### src/rtl/spi_eeprom_pkg.sv
package spi_eeprom_pkg;

  typedef enum logic [2:0] {
    ST_IDLE, ST_GAP, ST_START, ST_WAIT, ST_DONE
  } seq_state_e;

  typedef enum logic [2:0] {
    FR_UNLOCK, FR_PROG, FR_POLL, FR_LOCK, FR_FETCH
  } frame_e;

  localparam logic [7:0] OP_UNLOCK = 8'h06;
  localparam logic [7:0] OP_PROG   = 8'h02;
  localparam logic [7:0] OP_STAT   = 8'h05;
  localparam logic [7:0] OP_LOCK   = 8'h04;
  localparam logic [7:0] OP_FETCH  = 8'h03;
  localparam logic [7:0] FILLER    = 8'h00;

  function automatic logic [1:0] frame_last(frame_e f);
    case (f)
      FR_PROG, FR_FETCH: frame_last = 2'd3;
      FR_POLL:           frame_last = 2'd1;
      default:           frame_last = 2'd0;
    endcase
  endfunction

endpackage

### src/rtl/seq_byte_sel.sv
module seq_byte_sel
  import spi_eeprom_pkg::*;
#(
  parameter int ADDR_W = 16
) (
  input  frame_e            frame_i,
  input  logic [1:0]        idx_i,
  input  logic [ADDR_W-1:0] addr_i,
  input  logic [7:0]        wdata_i,
  output logic [7:0]        byte_o,
  output logic              last_o
);

  localparam int ABYTES = ADDR_W / 8;

  logic [7:0] addr_hi, addr_lo;
  assign addr_hi = addr_i[ADDR_W-1 -: 8];
  assign addr_lo = addr_i[7:0];

  always_comb begin
    byte_o = FILLER;
    case (frame_i)
      FR_UNLOCK: byte_o = OP_UNLOCK;
      FR_LOCK:   byte_o = OP_LOCK;
      FR_POLL:   byte_o = (idx_i == 2'd0) ? OP_STAT : FILLER;
      FR_PROG, FR_FETCH: begin
        case (idx_i)
          2'd0:    byte_o = (frame_i == FR_PROG) ? OP_PROG : OP_FETCH;
          2'd1:    byte_o = addr_hi;
          2'd2:    byte_o = addr_lo;
          default: byte_o = (frame_i == FR_PROG) ? wdata_i : FILLER;
        endcase
      end
      default:   byte_o = FILLER;
    endcase
  end

  assign last_o = (idx_i == frame_last(frame_i));

  initial begin
    addr_width_chk: assert (ABYTES == 2);
  end

endmodule

### src/rtl/seq_gap_timer.sv
module seq_gap_timer #(
  parameter int GAP = 3
) (
  input  logic clk_i,
  input  logic rst_ni,
  input  logic load_i,
  output logic expired_o
);

  localparam int GW = (GAP < 2) ? 1 : $clog2(GAP + 1);

  logic [GW-1:0] cnt_q;

  always_ff @(posedge clk_i or negedge rst_ni) begin
    if (!rst_ni)              cnt_q <= '0;
    else if (load_i)          cnt_q <= GW'(GAP - 1);
    else if (cnt_q != '0)     cnt_q <= cnt_q - 1'b1;
  end

  assign expired_o = (cnt_q == '0);

endmodule

### src/rtl/seq_poll_limit.sv
module seq_poll_limit #(
  parameter int POLL_MAX = 1000
) (
  input  logic clk_i,
  input  logic rst_ni,
  input  logic clr_i,
  input  logic inc_i,
  output logic at_limit_o
);

  localparam int PW = $clog2(POLL_MAX + 1);

  logic [PW-1:0] cnt_q;

  always_ff @(posedge clk_i or negedge rst_ni) begin
    if (!rst_ni)     cnt_q <= '0;
    else if (clr_i)  cnt_q <= '0;
    else if (inc_i)  cnt_q <= cnt_q + 1'b1;
  end

  // current poll is the POLL_MAX-th
  assign at_limit_o = (cnt_q == PW'(POLL_MAX - 1));

endmodule

### src/rtl/spi_eeprom_seq.sv
module spi_eeprom_seq
  import spi_eeprom_pkg::*;
#(
  parameter int ADDR_W   = 16,
  parameter int CS_GAP   = 4,
  parameter int POLL_MAX = 1000
) (
  input  logic              clk_i,
  input  logic              rst_ni,
  input  logic              req_valid_i,
  input  logic              req_write_i,
  input  logic [ADDR_W-1:0] req_addr_i,
  input  logic [7:0]        req_wdata_i,
  output logic              busy_o,
  output logic              done_o,
  output logic [7:0]        rdata_o,
  output logic              timeout_o,
  output logic              cs_no,
  output logic              spi_start_o,
  output logic [7:0]        spi_tx_o,
  input  logic              spi_done_i,
  input  logic [7:0]        spi_rx_i
);

  localparam int HW = $clog2(CS_GAP + 1);

  seq_state_e        state_q, state_d;
  frame_e            frame_q, frame_d;
  logic [1:0]        idx_q, idx_d;
  logic [ADDR_W-1:0] addr_q;
  logic [7:0]        wdata_q, rdata_q;
  logic              tout_q, tout_d;
  logic              accept, gap_load, gap_expired;
  logic              poll_inc, poll_at_limit;
  logic              byte_last;
  logic [7:0]        byte_tx;

  assign accept = (state_q == ST_IDLE) && req_valid_i;

  seq_byte_sel #(.ADDR_W(ADDR_W)) i_byte_sel (
    .frame_i (frame_q),
    .idx_i   (idx_q),
    .addr_i  (addr_q),
    .wdata_i (wdata_q),
    .byte_o  (byte_tx),
    .last_o  (byte_last)
  );

  seq_gap_timer #(.GAP(CS_GAP)) i_gap_timer (
    .clk_i     (clk_i),
    .rst_ni    (rst_ni),
    .load_i    (gap_load),
    .expired_o (gap_expired)
  );

  seq_poll_limit #(.POLL_MAX(POLL_MAX)) i_poll_limit (
    .clk_i      (clk_i),
    .rst_ni     (rst_ni),
    .clr_i      (accept),
    .inc_i      (poll_inc),
    .at_limit_o (poll_at_limit)
  );

  always_comb begin
    state_d  = state_q;
    frame_d  = frame_q;
    idx_d    = idx_q;
    tout_d   = tout_q;
    gap_load = 1'b0;
    poll_inc = 1'b0;
    case (state_q)
      ST_IDLE: if (req_valid_i) begin
        frame_d  = req_write_i ? FR_UNLOCK : FR_FETCH;
        idx_d    = '0;
        tout_d   = 1'b0;
        gap_load = 1'b1;
        state_d  = ST_GAP;
      end
      ST_GAP:   if (gap_expired) state_d = ST_START;
      ST_START: state_d = ST_WAIT;
      ST_WAIT: if (spi_done_i) begin
        if (!byte_last) begin
          idx_d   = idx_q + 1'b1;
          state_d = ST_START;
        end else begin
          idx_d    = '0;
          gap_load = 1'b1;
          state_d  = ST_GAP;
          case (frame_q)
            FR_UNLOCK: frame_d = FR_PROG;
            FR_PROG:   frame_d = FR_POLL;
            FR_POLL: begin
              if (!spi_rx_i[0]) begin
                frame_d = FR_LOCK;
              end else if (poll_at_limit) begin
                frame_d = FR_LOCK;
                tout_d  = 1'b1;
              end else begin
                poll_inc = 1'b1;
              end
            end
            default: begin
              gap_load = 1'b0;
              state_d  = ST_DONE;
            end
          endcase
        end
      end
      ST_DONE: state_d = ST_IDLE;
      default: state_d = ST_IDLE;
    endcase
  end

  always_ff @(posedge clk_i or negedge rst_ni) begin
    if (!rst_ni) begin
      state_q <= ST_IDLE;
      frame_q <= FR_UNLOCK;
      idx_q   <= '0;
      tout_q  <= 1'b0;
      addr_q  <= '0;
      wdata_q <= '0;
      rdata_q <= '0;
    end else begin
      state_q <= state_d;
      frame_q <= frame_d;
      idx_q   <= idx_d;
      tout_q  <= tout_d;
      if (accept) begin
        addr_q  <= req_addr_i;
        wdata_q <= req_wdata_i;
      end
      if (state_q == ST_WAIT && spi_done_i && byte_last && frame_q == FR_FETCH)
        rdata_q <= spi_rx_i;
    end
  end

  assign busy_o      = (state_q != ST_IDLE);
  assign done_o      = (state_q == ST_DONE);
  assign timeout_o   = done_o && tout_q;
  assign rdata_o     = rdata_q;
  assign cs_no       = !((state_q == ST_START) || (state_q == ST_WAIT));
  assign spi_start_o = (state_q == ST_START);
  assign spi_tx_o    = byte_tx;

  // checker state: consecutive cycles with chip select high
  logic [HW-1:0] hi_run_q;
  always_ff @(posedge clk_i or negedge rst_ni) begin
    if (!rst_ni)                     hi_run_q <= '0;
    else if (!cs_no)                 hi_run_q <= '0;
    else if (hi_run_q != HW'(CS_GAP)) hi_run_q <= hi_run_q + 1'b1;
  end


  idle_quiet_chk: assert property (@(posedge clk_i) disable iff (!rst_ni)
    !busy_o |-> (cs_no && !spi_start_o && !done_o));

  done_busy_chk: assert property (@(posedge clk_i) disable iff (!rst_ni)
    done_o |-> busy_o);

  busy_release_chk: assert property (@(posedge clk_i) disable iff (!rst_ni)
    done_o |=> !busy_o);

  start_cs_chk: assert property (@(posedge clk_i) disable iff (!rst_ni)
    spi_start_o |-> !cs_no);

  start_spacing_chk: assert property (@(posedge clk_i) disable iff (!rst_ni)
    spi_start_o |=> !spi_start_o);

  cs_gap_chk: assert property (@(posedge clk_i) disable iff (!rst_ni)
    $fell(cs_no) |-> (hi_run_q >= HW'(CS_GAP)));

  tout_done_chk: assert property (@(posedge clk_i) disable iff (!rst_ni)
    timeout_o |-> done_o);

  done_pulse_chk: assert property (@(posedge clk_i) disable iff (!rst_ni)
    done_o |=> !done_o);

endmodule

### config.mk
export PLATFORM = sky130hd
export DESIGN_NAME = spi_eeprom_seq
export DESIGN_NICKNAME = d
export VERILOG_FILES = /design/src/rtl/spi_eeprom_pkg.sv /design/src/rtl/seq_byte_sel.sv /design/src/rtl/seq_gap_timer.sv /design/src/rtl/seq_poll_limit.sv /design/src/rtl/spi_eeprom_seq.sv
export SDC_FILE = /design/constraint.sdc
export NUM_CORES = 1
export LEC_CHECK = 0
export ABC_AREA = 1
export BUFFER_PORTS_ARGS = -buffer_cell sky130_fd_sc_hd__buf_2
export CAP_MARGIN = 20
export CORE_MARGIN = 1.5
export CORE_UTILIZATION = 55
export DETAILED_ROUTE_END_ITERATION = 7
export PLACE_DENSITY_LB_ADDON = 0.15
export REMOVE_ABC_BUFFERS = 1
export SLEW_MARGIN = 20
export SYNTH_ARGS = -nofsm -noshare
export SYNTH_HDL_FRONTEND = slang
export SYNTH_SLANG_ARGS = --single-unit
### constraint.sdc
create_clock -name clk_i -period 3.8 [get_ports clk_i]
set_input_delay 0.76 -clock clk_i [delete_from_list [all_inputs] [get_ports clk_i]]
set_output_delay 0.76 -clock clk_i [all_outputs]
set_load 0.005 [all_outputs]
==> summary.txt, run 1 <==
status: finished clean
Detailed Place HPWL: 4450 um
Yosys reg bits: 54
total CTS buffers: 5
DR pass1 iterations: 4
total of max-cap violations: 0
largest net degree at the start of global routing: 45
share of cells above drive strength 1: 0.2044
hold path start: tout_q
post-synthesis cell area: 3085 sq um
drt drc: 0
Distinct cells, synth: 36
die area: 6068 sq um
Synth async-reset ratio: 1.000
Rel. slew slack: 0.3596
drt wl/cell: 11.79 um
total track usage: 0.2258
Syn. warnings: 0
Worst-Skew Late Latency: 0.31 ns
clock sink total: 54
NumNets Final: 498
Worst Hold Depth: 2
worst-path fanout max: 8
CP startpoint kind: flip-flop
CP Capture Type: output port
met2 wire len: 2981 um
pre-CTS setup slack: 1.539 ns
TritonCTS clock tree: yes
Setup WS post-layout: 1.186 ns
reg-to-reg endpoint: frame_q[2]
Rows: 27
crit path time final: 2.614 ns
CP required: 3.04 ns
drt total wl: 6212 um
core box area: 5473 sq um
critical path class: flip-flop to output port
clock buffer depth: 2
r2r setup slk: 1.69 ns
Final setup violation count: 0
RR Startpoint: state_q[2]
Synth-to-Final Area Change: 13.34%
Worst Path Arrival: 1.85 ns
cell count after synthesis: 401
width of the die: 77.90 um
met3 WL: 236 um
global placement routability congestion: 0.8533
vias in the first global route: 2616
IO Pins: 58
uppermost layer routed: met4
Tightest Pin Transition: 0.9607 ns
Seq/Total Area, Yosys: 0.4380
Detail Route Antenna Nets: 0
drt initial violations: 145
Max Clock Skew: 0.006336 ns
RSZ-0062 raised after global routing: false
fin. max-slew vios: 0
leakage power: 1.922 nW
Hold WC Path Type: flip-flop to flip-flop
initial core utilization: 0.5638
ANT cells: 0
Syn Area/Cell: 7.694 sq um
global-route wire length before repair: 11050 um
DR vias: 2632
final hold vios: 0
# hold bufs at CTS: 0
H-tree depth: 2
root buffer cell: clkbuf_8
post-CTS setup buffers: 0
Post-synth EDFFs: 0
wire length on met1: 2907 um
Total Neg Setup Slack: 0 ns
worst ir drop on vdd: 0.3549 mV
die height: 77.90 um
Resized cells post-CTS: 0
initial antenna violation count: 0
r2r worst-path depth: 7
hold endpoint: tout_q
clock-pin slew on the worst setup and hold paths: 0.09 ns
GRT Residual Overflow: 0
pwr dens: 739.0 nW/um^2
number of port buffers: 57
Tcrit/Tclk final: 0.6879
Top FF cell, synth: dfrtp_1
Avg Vias per Cell: 4.994
fmax: 382.6 MHz
-- power breakdown --
part           leakage, nW  internal, mW  switching (mW)
clock network       0.0482         0.147           0.181
logic                 1.18         0.468           0.801
registers            0.693         0.817           0.170
total                 1.92          1.43            1.15
-- critical path: stages (launching register included) --
cell	delay (ns)
dfrtp_1	0.42
inv_1	0.12
ha_1	0.34
a221oi_1	0.31
a21oi_1	0.11
nand2_1	0.07
nand2_1	0.05
buf_2	0.12
-- kinds of logic (layout without fill, tap and decap cells) --
kind of cell             count (synthesis)  count (layout)  share of synthesized area
buffers and inverters                   63             117                    0.08435
AO/OA/AOI/OAI                           43              43                    0.08962
flip-flops                              54              54                     0.4380
multiplexers                             1               1                   0.003244
XOR/XNOR                                 7               7                    0.01987
adder cells (fa/ha/maj)                  7               7                    0.02838
AND/OR/NAND/NOR                        226             226                     0.3366
-- Yosys cell counts (5+ instances only) --
library cell	count	area, sq um
dfrtp_1	54	1351
nor3_1	6	30.03
xor2_1	5	43.79
a21oi_1	6	30.03
o21ai_2	8	70.07
o21ai_0	20	100.1
nor3b_1	5	37.54
nand2_1	133	499.2
nand3_1	30	150.1
inv_1	49	183.9
nand4_1	6	37.54
nor2_1	24	90.09
nand2_2	7	43.79
ha_1	7	87.58
a221oi_1	6	52.55
clkbuf_1	6	22.52
-- metal layers --
| metal | up-vias | GRT usage |
|---|---|---|
| met2 | 59 | 0.3948 |
| li1 | 1375 | - |
| met4 | 0 | 0.08571 |
| met5 | - | 0 |
| met3 | 9 | 0.04000 |
| met1 | 1189 | 0.2765 |
-- cell usage in the layout (no fill, tap or decap), types with 6 or more instances in the layout --
cell      Yosys  final
a221oi_1      6      6
o21ai_2       8      8
nand4_1       6      6
nand2_2       7      7
inv_1        49     49
a21oi_1       6      6
buf_2         4     57
nor3_1        6      6
dfrtp_1      54     54
nand2_1     133    133
ha_1          7      7
nor2_1       24     23
o21ai_0      20     20
clkbuf_8      0      6
nand3_1      30     30
-- stage by stage --
stage	instances	cell area [sq um]	hold slack, ns	utilization	total power [mW]
6_report	527	3497	0.4760	0.6390	2.584
5_1_grt	527	3497	0.5012	0.6390	2.842
4_1_cts	527	3497	0.4817	0.6390	2.606
2_1_floorplan	388	3013	0.4344	-	1.908
3_5_place_dp	519	3406	0.4577	0.6223	2.261
3_3_place_gp	519	3406	0.4539	0.6223	2.223
-- final cells by class --
class / count / area (sq um)
sequential: 54 / 1351
clock inverter: 1 / 5.005
tap: 72 / 90.09
fill: 517 / 1976
clock buffer: 7 / 86.33
multi-input combinational: 284 / 1476
inverter: 50 / 187.7
timing repair buffer: 59 / 300.3
-- sequential cells by signal (all words and copies together), names as in the netlist --
name                flops
addr_q                 16
frame_q                 3
i_gap_timer.cnt_q       3
i_poll_limit.cnt_q     10
idx_q                   2
rdata_o                 8
state_q                 3
tout_q                  1
wdata_q                 8
-- how the worst max path moves through the flow --
stage,startpoint,to,slack (ns),cells past startpoint
finish,idx_q[0],spi_tx_o[1],1.19,7
detailed placement,idx_q[1],spi_tx_o[1],1.54,7
floorplan,req_valid_i,frame_q[2],0.86,5
global route,idx_q[0],spi_tx_o[1],1.03,7
CTS,idx_q[0],spi_tx_o[1],1.18,7
global placement,idx_q[1],spi_tx_o[0],1.57,7
No activity file was read; power rests on OpenSTA's default activity.
==> run 2: changes to the inputs <==
Clock period 3.8 ns to 2.6 ns, I/O delays scaled along.
==> run 2 against run 1 <==
Compared with the run above: clock power up 47%; first-iteration DRC count up 8.3%; count of clock-buffer cells in the layout unchanged; register-to-register slack worse by 1.1 ns; sequential power up 47%; utilization up 0.23 points; clock skew up 0.0019 ns; setup slack worse by 0.95 ns; critical path type unchanged; largest cell class unchanged; largest power group unchanged; highest routed layer unchanged.
==> summary.txt, run 2 (synthesis gave the netlist of run 1 again) <==
Worst Path Arrival: 1.85 ns (about the same)
Detailed Place HPWL: 4543 um (+2.1%)
crit path time final: 2.368 ns
fin. max-slew vios: 0 (unchanged)
CP Capture Type: output port
# hold bufs at CTS: 0 (unchanged)
die area: 6068 sq um (unchanged)
share of cells above drive strength 1: 0.2044 (unchanged)
Tightest Pin Transition: 0.6387 ns (-0.3220 ns)
fmax: 422.3 MHz
final hold vios: 0 (unchanged)
DR vias: 2705 (+2.8%)
Post-Place Cell Area: 3418 sq um (+0.37%)
Design Area, Final: 3510 sq um (+0.36%)
leakage power: 1.927 nW (+0.24%)
ANT cells: 0 (unchanged)
Detail Route Antenna Nets: 0 (unchanged)
drt drc: 0 (unchanged)
area occupied by multi-input gates: 1476 sq um (unchanged)
total CTS buffers: 5 (unchanged)
critical path class: flip-flop to output port
status: finished clean
die height: 77.90 um (unchanged)
Largest Register: addr_q
NumNets Final: 498 (unchanged)
CP startpoint kind: flip-flop
Tcrit/Tclk final: 0.9107
Finished Core Util: 0.6413 (+0.002286)
width of the die: 77.90 um (unchanged)
TritonCTS clock tree: yes
FF/Latch Area: 1351 sq um (unchanged)
drt total wl: 6326 um (+1.8%)
Avg Vias per Cell: 5.133 (+2.8%)
drt wl/cell: 12.00 um (+1.8%)
drt initial violations: 157 (+8.3%)
IO Pins: 58 (unchanged)
FILL cells: 505 (-2.3%)
Synth-to-Final Area Change: 13.75%
clock buffer depth: 2 (unchanged)
Hold WC Path Type: primary input to asynchronous set/reset pin
initial antenna violation count: 0 (unchanged)
Rel. slew slack: 0.5742 (+0.2147)
DR pass1 iterations: 4 (unchanged)
pwr dens: 1078 nW/um^2 (+46%)
GRT Residual Overflow: 0 (unchanged)
root buffer cell: clkbuf_8
H-tree depth: 2 (unchanged)
commonest non-fill, non-tap cell in the layout: nand2_1
clock sink total: 54 (unchanged)
clock-pin slew on the worst setup and hold paths: 0.09 ns (about the same)
Resized cells post-CTS: 0 (unchanged)
number of port buffers: 57 (unchanged)
total of max-cap violations: 0 (unchanged)
largest net degree at the start of global routing: 38 (-16%)
global placement routability congestion: 0.8314 (-2.6%)
Max Clock Skew: 0.008188 ns (+0.001851 ns)
worst ir drop on vdd: 0.4738 mV (+34%)
Finished Layout Cells: 527 (unchanged)
Final setup violation count: 0 (unchanged)
RSZ-0062 raised after global routing: false
dpl cells: 519 (unchanged)
top flop regs: addr_q (16), i_poll_limit.cnt_q (10)
total track usage: 0.2207 (-0.005127)
most frequent cells in the layout: nand2_1, buf_2, dfrtp_1, inv_1, nand3_1
CP required: 2.08 ns (-0.96 ns)
worst-path fanout max: 14 (+6)
Worst-Skew Late Latency: 0.31 ns (about the same)
max FFs per register: 16 (unchanged)
global-route wire length before repair: 10710 um (-3.1%)
post-CTS setup buffers: 0 (unchanged)
vias in the first global route: 2497 (-4.5%)
core box area: 5473 sq um (unchanged)
initial core utilization: 0.5638 (unchanged)
Rows: 27 (unchanged)
-- run 2: critical path, cell delays in order, from the launching register on --
cell     delay (ns)
dfrtp_1        0.46
nor2_2         0.20
nand2_2        0.19
nand2_2        0.17
inv_1          0.14
nor3b_1        0.23
buf_2          0.15
-- run 2: power by group --
group	switching, mW	internal (mW)
combinational	1.16	0.686
sequential	0.258	1.19
clock	0.268	0.216
total	1.69	2.10
-- run 2: final timing paths --
path / start / to / slack (ns) / cells after the start
max: frame_q[1] / spi_tx_o[3] / 0.23 / 6
max reg2reg: frame_q[1] / i_poll_limit.cnt_q[9] / 0.63 / 9
min in group clk_i: req_addr_i[13] / addr_q[13] / 0.41 / 3
min: rst_ni / i_poll_limit.cnt_q[0] / 0.23 / 1
max in group asynchronous: rst_ni / frame_q[1] / 1.81 / 2
min reg2reg: addr_q[0] / addr_q[0] / 0.48 / 2
-- run 2: cell type report --
| class | instances | share of cell area |
|---|---|---|
| Clock buffer | 7 | 0.02460 |
| Clock inverter | 1 | 0.001426 |
| Inverter | 50 | 0.05348 |
| Multi-Input combinational cell | 284 | 0.4207 |
| Sequential cell | 54 | 0.3850 |
| Tap cell | 72 | 0.02567 |
| Timing Repair Buffer | 59 | 0.08913 |
-- run 2: through the flow --
step                      setup WS (ns)  hold WS, ns  TNS [ns]  power, mW
after CTS                        0.2395       0.2431         0      3.818
final                            0.2322       0.2275         0      3.782
after global placement           0.6466       0.4546         0      3.254
after floorplan                 -0.2865       0.2244    -3.522      2.788
after detailed placement         0.5968       0.4621         0      3.315
after global routing            0.08562       0.2703         0      4.123
-- run 2: metal layers --
metal,vias to the layer above,GRT usage,part of all wire
met1,1242,0.2666,0.46
met3,7,0.03882,0.040
met4,0,0.08929,0.013
met5,-,0,0
met2,77,0.3878,0.49
li1,1379,-,-
